### config.mk
export PLATFORM = sky130hd
export DESIGN_NAME = priv_flags_reg
export DESIGN_NICKNAME = d
export VERILOG_FILES = /design/src/rtl/psfr_pkg.sv /design/src/rtl/psfr_src_sel.sv /design/src/rtl/psfr_wmask.sv /design/src/rtl/psfr_alu_merge.sv /design/src/rtl/priv_flags_reg.sv
export SDC_FILE = /design/constraint.sdc
export NUM_CORES = 1
export LEC_CHECK = 0
export BUFFER_PORTS_ARGS = -buffer_cell sky130_fd_sc_hd__buf_2
export CAP_MARGIN = 20
export CORE_MARGIN = 10
export CORE_UTILIZATION = 34
export DETAILED_ROUTE_END_ITERATION = 10
export GPL_TIMING_DRIVEN = 0
export MAX_ROUTING_LAYER = met4
export PLACE_DENSITY = 0.82
export SYNTH_ARGS = -nofsm -noshare
export SYNTH_HDL_FRONTEND = slang
export SYNTH_SLANG_ARGS = --single-unit
### constraint.sdc
create_clock -name clk -period 2.8 [get_ports clk]
set_clock_uncertainty 0.1 [all_clocks]
set_input_delay 0.56 -clock clk [delete_from_list [all_inputs] [get_ports clk]]
set_output_delay 0.56 -clock clk [all_outputs]
set_load 0.01 [all_outputs]
### src/rtl/psfr_pkg.sv
package psfr_pkg;
    localparam int FW = 32;
    localparam int HW = FW / 2;
    localparam int ALU_N = 6;

    localparam int B_CF   = 0;
    localparam int B_ONE  = 1;
    localparam int B_PF   = 2;
    localparam int B_AF   = 4;
    localparam int B_ZF   = 6;
    localparam int B_SF   = 7;
    localparam int B_TF   = 8;
    localparam int B_IF   = 9;
    localparam int B_DF   = 10;
    localparam int B_OF   = 11;
    localparam int B_IOPL = 12;
    localparam int B_NT   = 14;
    localparam int B_RF   = 16;
    localparam int B_VM   = 17;
    localparam int B_AC   = 18;
    localparam int B_ID   = 21;

    localparam logic [FW-1:0] FIXED_ONE  = 32'h0000_0002;
    localparam logic [FW-1:0] FIXED_ZERO = 32'hFFD8_8028;
    localparam logic [FW-1:0] WRITABLE   = ~(FIXED_ONE | FIXED_ZERO);
    localparam logic [FW-1:0] RESET_VAL  = FIXED_ONE;

    typedef enum logic [1:0] {
        SRC_NONE = 2'd0,
        SRC_POP  = 2'd1,
        SRC_IRET = 2'd2,
        SRC_TASK = 2'd3
    } wsrc_e;

    typedef struct packed {
        logic [FW-1:0] word;
    } flags_state_t;

    function automatic int alu_pos(input int k);
        case (k)
            5:       return B_OF;
            4:       return B_SF;
            3:       return B_ZF;
            2:       return B_AF;
            1:       return B_PF;
            default: return B_CF;
        endcase
    endfunction
endpackage

### src/rtl/psfr_src_sel.sv
module psfr_src_sel
    import psfr_pkg::*;
(
    input  logic          pop_we,
    input  logic [FW-1:0] pop_data,
    input  logic          iret_we,
    input  logic [FW-1:0] iret_data,
    input  logic          task_we,
    input  logic [FW-1:0] task_data,
    output wsrc_e         src,
    output logic [FW-1:0] data
);
    always_comb begin
        src  = SRC_NONE;
        data = '0;
        if (task_we) begin
            src  = SRC_TASK;
            data = task_data;
        end else if (iret_we) begin
            src  = SRC_IRET;
            data = iret_data;
        end else if (pop_we) begin
            src  = SRC_POP;
            data = pop_data;
        end
    end

    always_comb begin
        if (task_we) begin
            AST_TASK_FIRST: assert (src == SRC_TASK);
        end
    end
endmodule

### src/rtl/psfr_wmask.sv
module psfr_wmask
    import psfr_pkg::*;
(
    input  wsrc_e         src,
    input  logic          half,
    input  logic [1:0]    cpl,
    input  logic [1:0]    iopl,
    input  logic          id_en,
    output logic [FW-1:0] mask
);
    logic guarded;
    logic cpl_zero;
    logic if_ok;
    logic vm_ok;
    logic hi_ok;

    always_comb begin
        guarded  = (src == SRC_POP) || (src == SRC_IRET);
        cpl_zero = (cpl == 2'd0);
        if_ok    = !guarded || (cpl <= iopl);
        vm_ok    = (src == SRC_TASK) || ((src == SRC_IRET) && cpl_zero);
        hi_ok    = !((src == SRC_POP) && half);
    end

    for (genvar b = 0; b < FW; b++) begin : g_bit
        if (!WRITABLE[b]) begin : g_fixed
            assign mask[b] = 1'b0;
        end else if (b == B_ID) begin : g_id
            assign mask[b] = (src != SRC_NONE) && id_en && hi_ok;
        end else if (b == B_VM) begin : g_vm
            assign mask[b] = vm_ok;
        end else if (b == B_IOPL || b == B_IOPL + 1) begin : g_iopl
            assign mask[b] = (src != SRC_NONE) && (!guarded || cpl_zero);
        end else if (b == B_IF) begin : g_if
            assign mask[b] = (src != SRC_NONE) && if_ok;
        end else if (b >= HW) begin : g_hi
            assign mask[b] = (src != SRC_NONE) && hi_ok;
        end else begin : g_lo
            assign mask[b] = (src != SRC_NONE);
        end
    end

    always_comb begin
        if (src == SRC_POP) begin
            AST_POP_NO_VM: assert (!mask[B_VM]);
        end
    end
endmodule

### src/rtl/psfr_alu_merge.sv
module psfr_alu_merge
    import psfr_pkg::*;
(
    input  logic [FW-1:0]    word_in,
    input  logic             alu_we,
    input  logic [ALU_N-1:0] alu_flags,
    output logic [FW-1:0]    word_out
);
    logic [FW-1:0] arith_mask;
    logic [FW-1:0] arith_val;

    always_comb begin
        arith_mask = '0;
        arith_val  = '0;
        for (int k = 0; k < ALU_N; k++) begin
            arith_mask[alu_pos(k)] = 1'b1;
            arith_val[alu_pos(k)]  = alu_flags[k];
        end
        word_out = alu_we ? ((word_in & ~arith_mask) | arith_val) : word_in;
    end
endmodule

### src/rtl/priv_flags_reg.sv
module priv_flags_reg
    import psfr_pkg::*;
(
    input  logic              clk,
    input  logic              rst_n,
    input  logic [1:0]        cpl_i,
    input  logic              id_enable_i,
    input  logic              pop_we_i,
    input  logic              pop_half_i,
    input  logic [FW-1:0]     pop_data_i,
    input  logic              iret_we_i,
    input  logic [FW-1:0]     iret_data_i,
    input  logic              task_we_i,
    input  logic [FW-1:0]     task_data_i,
    input  logic              alu_we_i,
    input  logic [ALU_N-1:0]  alu_flags_i,
    input  logic              step_taken_i,
    output logic [FW-1:0]     flags_o,
    output logic [HW-1:0]     flags_lo_o,
    output logic              id_o,
    output logic              vm_o,
    output logic              rf_o,
    output logic              ac_o,
    output logic              nt_o,
    output logic [1:0]        iopl_o,
    output logic              df_o,
    output logic              if_o,
    output logic              tf_o
);
    flags_state_t  st_d, st_q;
    wsrc_e         src;
    logic [FW-1:0] wdata;
    logic [FW-1:0] wmask;
    logic [FW-1:0] merged;
    logic [FW-1:0] after_alu;

    psfr_src_sel u_sel (
        .pop_we    (pop_we_i),
        .pop_data  (pop_data_i),
        .iret_we   (iret_we_i),
        .iret_data (iret_data_i),
        .task_we   (task_we_i),
        .task_data (task_data_i),
        .src       (src),
        .data      (wdata)
    );

    psfr_wmask u_mask (
        .src   (src),
        .half  (pop_half_i),
        .cpl   (cpl_i),
        .iopl  (st_q.word[B_IOPL +: 2]),
        .id_en (id_enable_i),
        .mask  (wmask)
    );

    assign merged = (st_q.word & ~wmask) | (wdata & wmask);

    psfr_alu_merge u_alu (
        .word_in   (merged),
        .alu_we    (alu_we_i),
        .alu_flags (alu_flags_i),
        .word_out  (after_alu)
    );

    always_comb begin
        st_d.word = after_alu;
        if (step_taken_i) begin
            st_d.word[B_TF] = 1'b0;
        end
        st_d.word = (st_d.word & ~FIXED_ZERO) | FIXED_ONE;
    end

    always_ff @(posedge clk) begin
        if (!rst_n) begin
            st_q.word <= RESET_VAL;
        end else begin
            st_q <= st_d;
        end
    end

    assign flags_o    = st_q.word;
    assign flags_lo_o = st_q.word[HW-1:0];
    assign id_o       = st_q.word[B_ID];
    assign vm_o       = st_q.word[B_VM];
    assign rf_o       = st_q.word[B_RF];
    assign ac_o       = st_q.word[B_AC];
    assign nt_o       = st_q.word[B_NT];
    assign iopl_o     = st_q.word[B_IOPL +: 2];
    assign df_o       = st_q.word[B_DF];
    assign if_o       = st_q.word[B_IF];
    assign tf_o       = st_q.word[B_TF];

    logic pop_only;
    assign pop_only = pop_we_i && !iret_we_i && !task_we_i;

    AST_FIXED_BITS: assert property (@(posedge clk) disable iff (!rst_n)
        flags_o[B_ONE] && ((flags_o & FIXED_ZERO) == '0));

    AST_ID_LOCKED: assert property (@(posedge clk) disable iff (!rst_n)
        !id_enable_i |=> id_o == $past(id_o));

    AST_IF_GATED: assert property (@(posedge clk) disable iff (!rst_n)
        pop_only && (cpl_i > iopl_o) |=> if_o == $past(if_o));

    AST_IOPL_KEPT: assert property (@(posedge clk) disable iff (!rst_n)
        pop_only && (cpl_i != 2'd0) |=> iopl_o == $past(iopl_o));

    AST_POP_VM_KEPT: assert property (@(posedge clk) disable iff (!rst_n)
        pop_only |=> vm_o == $past(vm_o));

    AST_IRET_VM_KEPT: assert property (@(posedge clk) disable iff (!rst_n)
        iret_we_i && !task_we_i && (cpl_i != 2'd0) |=> vm_o == $past(vm_o));

    AST_STEP_CLEARS: assert property (@(posedge clk) disable iff (!rst_n)
        step_taken_i |=> !tf_o);

    AST_HALF_KEEPS_HI: assert property (@(posedge clk) disable iff (!rst_n)
        pop_only && pop_half_i |=> flags_o[FW-1:HW] == $past(flags_o[FW-1:HW]));
endmodule

==> impl_metrics.toml, run 1 <==
[run_status]
run_status = "finished, final reports clean"

[power_and_ir_drop]
p_leak_uw = 0.00122
vdd_drop_max_mv = 0.292
power_density_nw_per_um2 = 356

[synth]
syn_avg_cell_area_sq_um = 7.96
synth_warnings = 0
synthTopCellsByArea = "buf_4, dfxtp_1, nand2_1"
yosysTopAreaCell = "buf_4"
ys_types = 35
synth_area_sq_um = 1480
yosysSeqAreaShare_pct = 21.6
yosysTopAreaCellShare_pct = 21.8
synth_cells = 186
synth-seq-cells = 16

[clock_tree]
clkTransAtPathRegs_ns = 0.07
clk_latency_ns = 0.25
cts_buffers = 3
cts_tree = "yes"
clk_path_buf_depth = 2
ctsHoldBuffers = 0
ctsResizeCount = 0
cts-root-buf = "clkbuf_8"
numClockSinks = 16
htreeDepth = 1
post_cts_buffers = 0

[setup_path]
crit_slowest_cell = "clkbuf_1"
worstSetupStartpointType = "primary input"
slowest_delay_ns = 0.42
critPathMaxFanout = 10
cp.arrival_ns = 2.54
crit_type = "primary input to flip-flop"
path_cells = "buf_2 -> nor2b_4 -> buf_6 -> buf_12 -> or2_2 -> inv_1 -> ha_1 -> buf_6 -> clkbuf_1 -> nand2_1 -> o21ai_0 -> o21a_1"
end_kind = "flip-flop"
required_ns = 2.90
crit_top_cell = "buf_6"

[routing]
drtPass1Iterations = 4
drc = 0
wl_per_cell_microns = 14.4
route.vias.total = 1579
drtIter0Drc = 31
antenna_violating_nets_post_route = 0
drt_wl_total_microns = 5170
post_drt_via_cell_ratio = 4.40

[timing]
max_freq_mhz = 409
setup_viol = 0
slew_headroom_pct = 65.7
period_share_pct = 87.4
fin_tns_setup_ns = 0
worstMarginPinSlew_ns = 0.515
rsz0062_at_grt = "false"
fin_crit_ns = 2.45
slew_violations = 0
final_hold_viol_count = 0
fin_ws_ns = 0.354

[grt]
antenna_found_initial = 0
gr-total-overflow = 0
track_usage_pct = 13.8
grt_pass1_wl_microns = 8180
grt_pass1_vias = 1698
grt_max_degree = 11

[cells_and_area]
drive_above_1_share_pct = 52.9
synthToLayoutAreaGrowth_pct = 46.5
layout.cells.non_filler = 359
nNetsFinal = 428

[place]
placedCellCount = 354
gp_congestion = 0.754
pre_cts_slack_ns = 0.0591
dp_hpwl_microns = 4510
numPortBuffers = 100

[die]
die_area_sq_um = 7390
die_y_microns = 86.0
fp.coreArea_sq_um = 4120
start_util_pct = 36.0
rows = 23
die-width_microns = 86.0
top_level_ports = 171

[min_path]
worstHoldPathType = "primary input to flip-flop"

[flow_run]
cap_violations = 0
[per-layer routing]
layer	wire [microns]	track usage, %
met5	0	-
met4	13	1.35
met3	546	6.81
met2	2650	24.9
met1	1950	13.3
[cell families (layout without fill, tap and decap cells)]
group                      after synthesis  count (layout)  share of synthesized area [%]
other                                    2              21                          0.507
AOI/OAI and AO/OA                       53              53                           28.7
and+or+nand+nor                         46              46                           14.3
adders and majority gates                6               6                           5.07
buffers and inverters                   63             167                           29.8
DFF                                     16              16                           21.6
[cell type report]
cell class | instances | area [sq um]
well taps | 50 | 62.6
flip-flops and latches | 16 | 320
multi-input cells | 125 | 787
plain buffers | 55 | 410
fillers | 415 | 1950
repair buffers | 100 | 500
inverters | 8 | 30.0
clock buffers | 4 | 55.1
diodes | 1 | 2.50
[Yosys cell counts, drive strengths merged]
library cell,number
a21boi,3
nand2,21
a211o,1
buf,49
a21oi,5
nor2,10
inv,8
a221o,5
nor3,5
o21ai,10
o21a,6
a22oi,1
nand3,1
ha,6
o2111ai,2
dfxtp,16
a21o,1
o31ai,3
conb,2
or2,3
a221oi,11
nor2b,3
o211a,1
o41ai,1
nor3b,1
clkbuf,6
and2,2
o211ai,3
[layout by cell type (no fill, tap or decap), types with 2 or more instances in the layout]
master | Yosys | routed
buf_2 | 2 | 102
buf_4 | 43 | 43
nand2_1 | 21 | 21
conb_1 | 2 | 20
dfxtp_1 | 16 | 16
nor2_1 | 10 | 10
inv_1 | 8 | 8
o21ai_0 | 8 | 8
o21a_1 | 6 | 6
a221oi_1 | 6 | 6
ha_1 | 6 | 6
clkbuf_1 | 5 | 5
a221o_1 | 5 | 5
a21oi_1 | 5 | 5
a221oi_2 | 5 | 5
nor3_1 | 5 | 5
clkbuf_8 | 0 | 4
buf_6 | 3 | 3
or2_2 | 3 | 3
o31ai_1 | 3 | 3
o211ai_1 | 3 | 3
a21boi_0 | 3 | 3
o2111ai_1 | 2 | 2
o21ai_1 | 2 | 2
and2_1 | 2 | 2
nor2b_1 | 2 | 2
[power by group]
| group | internal [uW] | leakage [uW] | switching (uW) |
|---|---|---|---|
| Clock | 125 | 0.0000288 | 82.3 |
| Sequential | 247 | 0.000133 | 16.3 |
| Combinational | 162 | 0.00106 | 141 |
| Total | 533 | 0.00122 | 239 |
[final timing paths]
path / depth (start not counted) / end / startpoint / slack, ns
hold reg to reg: 2 / flip-flop / flip-flop / 0.38
hold / removal: 2 / flip-flop / step_taken_i / 0.37
setup / recovery: 12 / flip-flop / pop_we_i / 0.35
setup reg to reg: 5 / flip-flop / flip-flop / 1.11
[metrics by stage]
| step | power [uW] | cell area, sq um | utilization [%] | hold slack [ns] |
|---|---|---|---|---|
| 2_1_floorplan | 456 | 1550 | - | 0.397 |
| 3_3_place_gp | 566 | 2110 | 51.3 | 0.364 |
| 3_5_place_dp | 574 | 2110 | 51.3 | 0.375 |
| 4_1_cts | 789 | 2170 | 52.6 | 0.366 |
| 5_1_grt | 836 | 2170 | 52.6 | 0.360 |
| 6_report | 773 | 2170 | 52.7 | 0.372 |
[critical path: cells and delay by family]
kind,cells,cell delay (ns)
AOI/OAI and AO/OA,2,0.29
and+or+nand+nor,3,0.51
buffers and inverters,6,1.01
adders and majority gates,1,0.17
No activity file was read; power rests on OpenSTA's default activity.
==> run 2: changes to the inputs <==
- PLACE_DENSITY: 0.82 -> 0.79
==> run 2 against run 1 <==
  * Highest routed layer unchanged
  * Sequential cell count is the same
  * Cell count decreased by 0.28%
  * Design area shrank 0.12%
  * Hold slack worse by 0.012 ns
  * First-iteration DRC count is 55% higher
  * Critical path type unchanged
==> impl_metrics.toml, run 2 (same netlist as run 1, synthesis figures left out) <==
[run_status]
run_status = "finished, final reports clean"

[setup_path]
crit_top_cell = "buf_6"
critPathMaxFanout = 10
crit_type = "primary input to flip-flop"
slowest_delay_ns = 0.43
path_cells = "buf_2 -> nor2b_4 -> buf_6 -> buf_12 -> or2_2 -> inv_1 -> ha_1 -> buf_6 -> clkbuf_1 -> nand2_1 -> o21ai_0 -> o21a_1"
rrSetupSlack_ns = 1.20
ff2ff_path_depth = 5
crit_slowest_cell = "clkbuf_1"
cp.arrival_ns = 2.54
required_ns = 2.90
end_kind = "flip-flop"
worstSetupStartpointType = "primary input"

[timing]
fin_tns_setup_ns = 0
slew_headroom_pct = 64.5
rsz0062_at_grt = "false"
final_hold_viol_count = 0
slew_violations = 0
period_share_pct = 87.4
fin_ws_ns = 0.352
fin_crit_ns = 2.45
setup_viol = 0
worstMarginPinSlew_ns = 0.533
max_freq_mhz = 408

[die]
rows = 23
die_y_microns = 86.0
top_level_ports = 171
die-width_microns = 86.0
fp.coreArea_sq_um = 4120
die_area_sq_um = 7390
start_util_pct = 36.0

[routing]
antenna_violating_nets_post_route = 0
post_drt_via_cell_ratio = 4.49
drt_wl_total_microns = 5130
drtPass1Iterations = 4
drtIter0Drc = 48
wl_per_cell_microns = 14.3
route.vias.total = 1609
drc = 0

[grt]
track_usage_pct = 12.9
grt_pass1_vias = 1622
gr-total-overflow = 0
antenna_found_initial = 0
grt_max_degree = 11
grt_pass1_wl_microns = 7690

[clock_tree]
clkTransAtPathRegs_ns = 0.07
clk_path_buf_depth = 2
cts-root-buf = "clkbuf_8"
numClockSinks = 16
cts_tree = "yes"
ctsResizeCount = 0
htreeDepth = 1
cts_buffers = 3
ctsHoldBuffers = 0
clk_latency_ns = 0.25
post_cts_buffers = 0

[place]
numPortBuffers = 100
dp_hpwl_microns = 4400
pre_cts_slack_ns = 0.0759
gp_congestion = 0.817

[cells_and_area]
nNetsFinal = 428
fill_cells = 416
drive_above_1_share_pct = 52.9
diodes = 0
layout_commonest_cell = "buf_2"
synthToLayoutAreaGrowth_pct = 46.3
layout_common_cells = "buf_2, buf_4, nand2_1, conb_1, dfxtp_1"

[min_path]
hold_depth = 2
worstHoldPathType = "primary input to flip-flop"
min_from = "step_taken_i"

[flow_run]
cap_violations = 0

[power_and_ir_drop]
p_leak_uw = 0.00122
power_density_nw_per_um2 = 358
vdd_drop_max_mv = 0.327
==> run 2: layout make-up <==
class / instances / area, sq um / share of cell area [%]
well taps: 50 / 62.6 / 2.89
clock buffers: 4 / 55.1 / 2.54
flip-flops and latches: 16 / 320 / 14.8
inverters: 8 / 30.0 / 1.39
multi-input cells: 125 / 787 / 36.3
plain buffers: 55 / 410 / 18.9
repair buffers: 100 / 500 / 23.1
==> run 2: metrics by stage <==
stage	cells	total power, uW	hold slack (ns)	cell area, sq um	util, %
final	358	776	0.360	2170	52.6
after global routing	358	826	0.358	2170	52.6
after CTS	358	787	0.357	2170	52.6
after detailed placement	354	573	0.379	2110	51.3
after global placement	354	566	0.368	2110	51.3
after floorplan	204	456	0.397	1550	-
==> run 2: where the power goes <==
group | internal, uW | total (uW) | switching [uW]
registers | 247 | 262 | 15.8
clock network | 125 | 211 | 86.3
logic | 162 | 302 | 140
==> run 2: how the worst max path moves through the flow <==
stage	from	end	slack (ns)	cells after the start
floorplan	iret_we_i	flip-flop	0.40	13
global placement	pop_we_i	flip-flop	0.13	11
detailed placement	pop_we_i	flip-flop	0.08	11
CTS	pop_we_i	flip-flop	0.34	11
global route	pop_we_i	flip-flop	0.15	12
finish	pop_we_i	flip-flop	0.35	12
==> run 2: routing by layer <==
| metal | wire length, microns | global-route usage, % | up-vias |
|---|---|---|---|
| met1 | 1970 | 13.2 | 706 |
| met3 | 537 | 5.77 | 2 |
| li1 | - | - | 829 |
| met4 | 10 | 1.20 | 0 |
| met2 | 2620 | 22.7 | 72 |
| met5 | 0 | - | - |
==> run 2: worst max-delay path, delay by kind of cell <==
| kind | cells | cell delay, ns |
|---|---|---|
| buf+inv | 6 | 1.02 |
| fa+ha+maj | 1 | 0.16 |
| simple gates | 3 | 0.51 |
| compound gates | 2 | 0.29 |
